==> config.mk <==
export PLATFORM = sky130hd
export DESIGN_NAME = txdma_engine
export DESIGN_NICKNAME = d
export VERILOG_FILES = /design/src/rtl/txdma_pkg.sv /design/src/rtl/txdma_ptr.sv /design/src/rtl/txdma_count.sv /design/src/rtl/txdma_seq.sv /design/src/rtl/txdma_engine.sv
export SDC_FILE = /design/constraint.sdc
export NUM_CORES = 1
export LEC_CHECK = 0
export ABC_CLOCK_PERIOD_IN_PS = 4600
export BUFFER_PORTS_ARGS = -buffer_cell sky130_fd_sc_hd__buf_4
export CORE_MARGIN = 5
export CORE_UTILIZATION = 54
export CTS_BUF_LIST = sky130_fd_sc_hd__clkbuf_16
export DETAILED_ROUTE_END_ITERATION = 12
export PLACE_DENSITY = 0.82
export SYNTH_ARGS = -nofsm -noshare
export SYNTH_HDL_FRONTEND = slang
export SYNTH_HIERARCHICAL = 1
export SYNTH_SLANG_ARGS = --single-unit
==> constraint.sdc <==
create_clock -name clk -period 4.6 [get_ports clk]
set_input_delay 0.92 -clock clk [delete_from_list [all_inputs] [get_ports clk]]
set_output_delay 0.92 -clock clk [all_outputs]
set_load 0.005 [all_outputs]
==> src/rtl/txdma_pkg.sv <==
package txdma_pkg;
  typedef enum logic [1:0] {
    ST_IDLE  = 2'd0,
    ST_FETCH = 2'd1,
    ST_SEND  = 2'd2
  } txdma_state_e;
endpackage

==> src/rtl/txdma_ptr.sv <==
module txdma_ptr #(
  parameter int AW = 32
) (
  input  logic          clk,
  input  logic          rst,
  input  logic          load_en,
  input  logic [AW-1:0] load_val,
  input  logic          step_en,
  input  logic          bulk_en,
  input  logic [AW-1:0] bulk_cnt,
  output logic [AW-1:0] ptr
);
  logic [AW-1:0] base;
  logic [AW-1:0] incr;

  always_comb begin
    base = load_en ? load_val : ptr;
    if (bulk_en)      incr = bulk_cnt;
    else if (step_en) incr = AW'(1);
    else              incr = '0;
  end

  always_ff @(posedge clk) begin
    if (rst)                               ptr <= '0;
    else if (load_en || step_en || bulk_en) ptr <= base + incr;
  end
endmodule

==> src/rtl/txdma_count.sv <==
module txdma_count #(
  parameter int CW = 16
) (
  input  logic          clk,
  input  logic          rst,
  input  logic          load_en,
  input  logic [CW-1:0] load_val,
  input  logic          dec_en,
  output logic          last
);
  logic [CW-1:0] remaining;

  always_ff @(posedge clk) begin
    if (rst)          remaining <= '0;
    else if (load_en) remaining <= load_val;
    else if (dec_en)  remaining <= remaining - CW'(1);
  end

  assign last = (remaining == CW'(1));

  AST_NO_UNDERFLOW: assert property (@(posedge clk) disable iff (rst)
    dec_en |-> remaining != '0);
endmodule

==> src/rtl/txdma_seq.sv <==
module txdma_seq
  import txdma_pkg::*;
(
  input  logic clk,
  input  logic rst,
  input  logic start,
  input  logic mem_ack,
  input  logic tx_ready,
  input  logic last,
  output logic mem_req,
  output logic tx_valid,
  output logic busy,
  output logic done,
  output logic cap,
  output logic beat
);
  txdma_state_e state;

  assign cap  = (state == ST_FETCH) && mem_ack;
  assign beat = (state == ST_SEND) && tx_ready;

  always_ff @(posedge clk) begin
    if (rst) begin
      state    <= ST_IDLE;
      mem_req  <= 1'b0;
      tx_valid <= 1'b0;
      busy     <= 1'b0;
      done     <= 1'b0;
    end else begin
      done <= 1'b0;
      case (state)
        ST_IDLE: if (start) begin
          state   <= ST_FETCH;
          mem_req <= 1'b1;
          busy    <= 1'b1;
        end
        ST_FETCH: if (mem_ack) begin
          state    <= ST_SEND;
          mem_req  <= 1'b0;
          tx_valid <= 1'b1;
        end
        ST_SEND: if (tx_ready) begin
          tx_valid <= 1'b0;
          if (last) begin
            state <= ST_IDLE;
            busy  <= 1'b0;
            done  <= 1'b1;
          end else begin
            state   <= ST_FETCH;
            mem_req <= 1'b1;
          end
        end
        default: state <= ST_IDLE;
      endcase
    end
  end

  AST_REQ_HOLD: assert property (@(posedge clk) disable iff (rst)
    mem_req && !mem_ack |=> mem_req);
  AST_VALID_HOLD: assert property (@(posedge clk) disable iff (rst)
    tx_valid && !tx_ready |=> tx_valid);
  AST_NO_OVERLAP: assert property (@(posedge clk) disable iff (rst)
    !(mem_req && tx_valid));
  AST_DONE_PULSE: assert property (@(posedge clk) disable iff (rst)
    done |=> !done);
  AST_IDLE_QUIET: assert property (@(posedge clk) disable iff (rst)
    !busy |-> !mem_req && !tx_valid);
  AST_BUSY_HOLD: assert property (@(posedge clk) disable iff (rst)
    busy && !(tx_valid && tx_ready) |=> busy);
endmodule

==> src/rtl/txdma_engine.sv <==
module txdma_engine #(
  parameter int AW = 32,
  parameter int CW = 16,
  parameter int DW = 8
) (
  input  logic          clk,
  input  logic          rst,
  input  logic          cfg_addr_we,
  input  logic [AW-1:0] cfg_addr_wdata,
  input  logic          cfg_cnt_we,
  input  logic [CW-1:0] cfg_cnt_wdata,
  input  logic          tx_attached,
  output logic [AW-1:0] ptr_o,
  output logic          busy_o,
  output logic          done_o,
  output logic          mem_req,
  output logic [AW-1:0] mem_addr,
  input  logic          mem_ack,
  input  logic [DW-1:0] mem_rdata,
  output logic          tx_valid,
  output logic [DW-1:0] tx_data,
  input  logic          tx_ready
);
  localparam int PAD = AW - CW;

  logic accept_cnt, start, skip, load, cap, beat, last;
  logic [AW-1:0] cnt_ext;

  assign accept_cnt = cfg_cnt_we && (cfg_cnt_wdata != '0) && !busy_o;
  assign start      = accept_cnt && tx_attached;
  assign skip       = accept_cnt && !tx_attached;
  assign load       = cfg_addr_we && !busy_o;
  assign cnt_ext    = {{PAD{1'b0}}, cfg_cnt_wdata};

  txdma_ptr #(.AW(AW)) u_ptr (
    .clk(clk), .rst(rst),
    .load_en(load), .load_val(cfg_addr_wdata),
    .step_en(beat), .bulk_en(skip), .bulk_cnt(cnt_ext),
    .ptr(ptr_o)
  );

  txdma_count #(.CW(CW)) u_cnt (
    .clk(clk), .rst(rst),
    .load_en(start), .load_val(cfg_cnt_wdata),
    .dec_en(beat), .last(last)
  );

  txdma_seq u_seq (
    .clk(clk), .rst(rst),
    .start(start), .mem_ack(mem_ack), .tx_ready(tx_ready), .last(last),
    .mem_req(mem_req), .tx_valid(tx_valid), .busy(busy_o), .done(done_o),
    .cap(cap), .beat(beat)
  );

  assign mem_addr = ptr_o;

  always_ff @(posedge clk) begin
    if (rst)      tx_data <= '0;
    else if (cap) tx_data <= mem_rdata;
  end

  AST_ADDR_STABLE: assert property (@(posedge clk) disable iff (rst)
    mem_req && !mem_ack |=> $stable(mem_addr));
  AST_DATA_STABLE: assert property (@(posedge clk) disable iff (rst)
    tx_valid && !tx_ready |=> $stable(tx_data));
  AST_PTR_STEP: assert property (@(posedge clk) disable iff (rst)
    tx_valid && tx_ready |=> ptr_o == $past(ptr_o) + AW'(1));
  AST_PTR_FROZEN: assert property (@(posedge clk) disable iff (rst)
    busy_o && !(tx_valid && tx_ready) |=> $stable(ptr_o));
  AST_DONE_IDLE: assert property (@(posedge clk) disable iff (rst)
    done_o |-> !busy_o);
endmodule

==> implementation parameters <==
Parameter                              Value

Run status
  Run status ... complete, no violations

Clock network
  Cts hold-fix bufs ... 0
  Post-cts resize count ... 0
  Count of clock tree sinks ... 62
  CTS tree ... done
  TritonCTS buffer count ... 9
  Clock transition at the register clock pins on the worst setup and hold paths after CTS ... 0.06 ns
  Setup repair bufs after CTS ... 0
  H-tree depth ... 3
  Longest Clk Path Bufs ... 2
  Worst-skew pair later-pin latency ... about 0.33 ns
  Master cell of the clock root buffer ... clkbuf_16

Timing
  Highest Clock Rate ... 0.246 GHz
  Setup skew after layout ... 0.00852 ns
  Hold Fails Final Rpt ... 0
  Setup-violating endpoint count in the final report ... 0
  Setup repair after global routing missed its margin ... false
  Max-slew violations ... 0
  Post-route fraction of the period consumed by the critical path ... 88.2%
  Worst hold margin ... 0.487 ns
  Final critical delay including setup and external delays ... 4.06 ns
  Minimum setup slack in the final design ... 0.541 ns
  Slew Limit Headroom ... 48.9%
  Final setup TNS ... 0 ns
  Measured slew at the worst slew-check pin ... between 0.7 and 0.8 ns

Logic synthesis
  #FFs+latches synth ... 62
  Synthesized instance count ... 646
  EDFF count, synth ... 0
  Mapped cell area ... 5200 um^2
  Portion of the post-synthesis area used by sequential elements ... 23.9%
  Dominant cells by area after synthesis ... dfxtp_1, ha_1, mux2_2
  Main synth FF type ... dfxtp_1
  Count of synthesis-stage warnings from yosys ... 6
  Most area-hungry cell type in the Yosys netlist ... dfxtp_1
  Yosys top cell area share ... 23.9%
  Async SR Flop Fraction ... 0%
  Number of distinct standard cells referenced by the synthesized netlist ... between 70 and 80
  Syn avg cell area ... about 8.0 um^2

Power and ir drop
  Worst VDD drop ... 0.216 mV
  Leakage ... between 2 and 3 nW
  Power Dens Cells ... 315 nW/um^2

Critical path
  CP arrival ... 4.31 ns
  Kind of cell adding the most delay to the critical path ... simple AND/OR/NAND/NOR gates
  Startpoint of the lowest-slack register-to-register path ... u_seq/busy$_SDFFE_PP0P_
  CP Class ... input port to register
  Capturing element type of the critical path ... register
  Reg-to-reg setup timing slack ... between 1 and 1.5 ns
  Endpoint of the worst register-to-register path ... u_ptr/ptr[28]$_SDFFE_PP0P_
  CP startpoint kind ... input port
  Worst path bufs/invs ... 1
  Highest net fanout along the worst path ... 4
  Max stage delay cell, worst path ... or4b_1
  Endpoint required time on the critical path ... about 4.9 ns
  Max incr delay on CP ... 0.52 ns
  Cells along the critical path ... buf_4 > nor4_1 > nand4_1 > and3_1 > mux2_2 > ha_1 > fa_1 > a21o_1 > a221oi_4 > a21oi_2 > o211ai_2 > a211oi_1 > or4b_1 > o211ai_1
  Worst R2R Path Depth ... 12

Routing
  Post-detailed-route count of antenna-violating nets ... 0
  Metal3 WL ... roughly 1000 um
  Post-DR wirelength/cell ... 17.0 um
  Detailed-routed wire length on met2 ... approximately 7.4 mm
  Final routed wirelength across all metal layers ... approximately 15 mm
  Routed vias/inst ... 5.85
  Routed metal-1 wirelength ... 6.44 mm
  Total via count after detailed routing ... around 5200
  Number of optimization iterations in the first detailed-route pass ... 5
  Highest metal used ... met4
  Number of remaining DRC errors ... 0
  Number of DRC violations after detailed-routing iteration 0 ... approximately 240

Finish
  Number of non-filler instances in the completed layout ... 888
  Post-route design area ... 6490 um^2
  Post-layout net count ... between 800 and 900
  Area of the multi-input gates ... 3620 um^2
  # diodes ... 0
  Sequential cell area ... 1240 um^2
  Share of layout cells above drive strength 1 ... 29.2%
  Layout-stage area growth over the synthesis result ... 24.9%
  Filler cell count ... 806

Floorplanning
  Die outline width ... 108 um
  Die Outline Area ... 11700 um^2
  CORE AREA ... ~9300 um^2
  Starting density of the core ... 55.7%
  Row Count ... 35
  Die Y-Extent ... about 110 um
  Number of placed I/O pins ... 139

GRT
  Final global-route overflow total ... 0
  First-pass GRT wire length ... about 24 mm
  Pin count of the biggest net entering global routing ... between 60 and 70
  GRT Total Usage ... about 26%
  Number of antenna violations at the first check in global routing ... 0
  Number of global-route vias before repair ... 5091

Min path
  WHS Path Cells ... 1
  Min-delay worst type ... register to register
  Destination of the worst hold path ... u_seq/mem_req$_SDFFE_PP0P_
  Startpoint of the tightest hold check path ... u_seq/mem_req$_SDFFE_PP0P_

Place
  GPL Wtd Cong ... approximately 0.9
  Worst setup timing slack at the placement stage ... 0.230 ns
  Placed cell areas ... 6160 um^2
  Count of input and output buffers ... ~140
  Total half-perimeter wirelength after legalization and detailed placement ... 11.6 mm
  Placed instance count ... 872

Job
  Count of max-cap constraint violations ... 0
## cells in the final DEF (no fill, tap or decap), types with 11 or more instances in the layout
cell type,instances
and2_1,31
nand4_1,11
mux2_2,33
a21oi_1,52
a211oi_1,17
nor2_1,43
xnor2_1,23
ha_1,33
nand2_1,70
dfxtp_1,62
buf_4,147
a21o_1,12
o21ai_0,27
nand3_1,11
conb_1,16
## Yosys cell counts (4+ instances only)
cell,n
mux2_2,33
xnor2_1,23
xor2_1,10
o21bai_1,6
o21ai_0,27
or3_1,4
and2_1,31
nor3_1,11
and3_1,7
nor4_1,6
inv_1,10
clkbuf_1,29
a31oi_1,4
buf_4,32
mux2i_1,10
nand3b_1,4
a21o_1,12
nand4b_1,5
nand2b_1,4
nand2_1,70
o31ai_1,5
o211ai_1,8
nand3_1,11
a211oi_1,17
nor2_1,43
dfxtp_1,62
or4_1,6
nand4_1,11
ha_1,33
a21oi_1,52
## worst max-delay path by stage
stage                            startpoint                          to  slack [ns]  depth (start not counted)
final                     cfg_cnt_wdata[12]  u_ptr/ptr[28]$_SDFFE_PP0P_        0.54                         14
after global routing      cfg_cnt_wdata[12]  u_ptr/ptr[28]$_SDFFE_PP0P_        0.31                         14
after CTS                  cfg_cnt_wdata[1]  u_ptr/ptr[28]$_SDFFE_PP0P_        0.58                         14
after detailed placement   cfg_cnt_wdata[1]  u_ptr/ptr[28]$_SDFFE_PP0P_        0.23                         14
after global placement     cfg_cnt_wdata[4]  u_ptr/ptr[26]$_SDFFE_PP0P_        0.29                         14
after floorplan                 cfg_addr_we  u_ptr/ptr[26]$_SDFFE_PP0P_        0.44                         13
## routing by layer
metal,global-route usage [%],vias up
li1,-,2510
met1,32.7,2449
met2,44.1,203
met3,5.13,29
met4,8.21,0
met5,0,-
## state kept, by name, indices dropped and copies added (netlist names)
name             flops
u_ptr/ptr           32
u_cnt/remaining     16
tx_data              8
u_seq/state          2
u_seq/busy           1
u_seq/done           1
u_seq/mem_req        1
u_seq/tx_valid       1
## cells by family after synthesis
group,after synthesis,share of synthesized area [%]
buf+inv,75,7.80
fa+ha+maj,34,8.33
compound gates,159,20.4
xor+xnor,33,5.56
other cells,1,0.0722
mux,43,9.08
simple gates,239,24.9
flops,62,23.9
## where the power goes
| group | leakage, nW | switching (mW) | internal (mW) |
|---|---|---|---|
| clock network | 0.159 | 0.278 | 0.483 |
| logic | 2.22 | 0.328 | 0.315 |
| registers | 0.509 | 0.0541 | 0.589 |
| total | 2.89 | 0.660 | 1.39 |
## cell type report
class,count,share of cell area [%]
inverters,10,0.578
repair buffers,147,17.0
well taps,129,2.49
multi-input cells,524,55.7
flip-flops and latches,62,19.1
clock buffers,9,3.47
clock inverters,7,1.62
## stage by stage
step,power [mW],utilization (%)
6_report,2.05,69.6
5_1_grt,2.16,69.6
4_1_cts,2.05,69.6
3_5_place_dp,1.29,66.1
3_3_place_gp,1.27,66.1
2_1_floorplan,1.07,-
No activity file was read; power rests on OpenSTA's default activity.
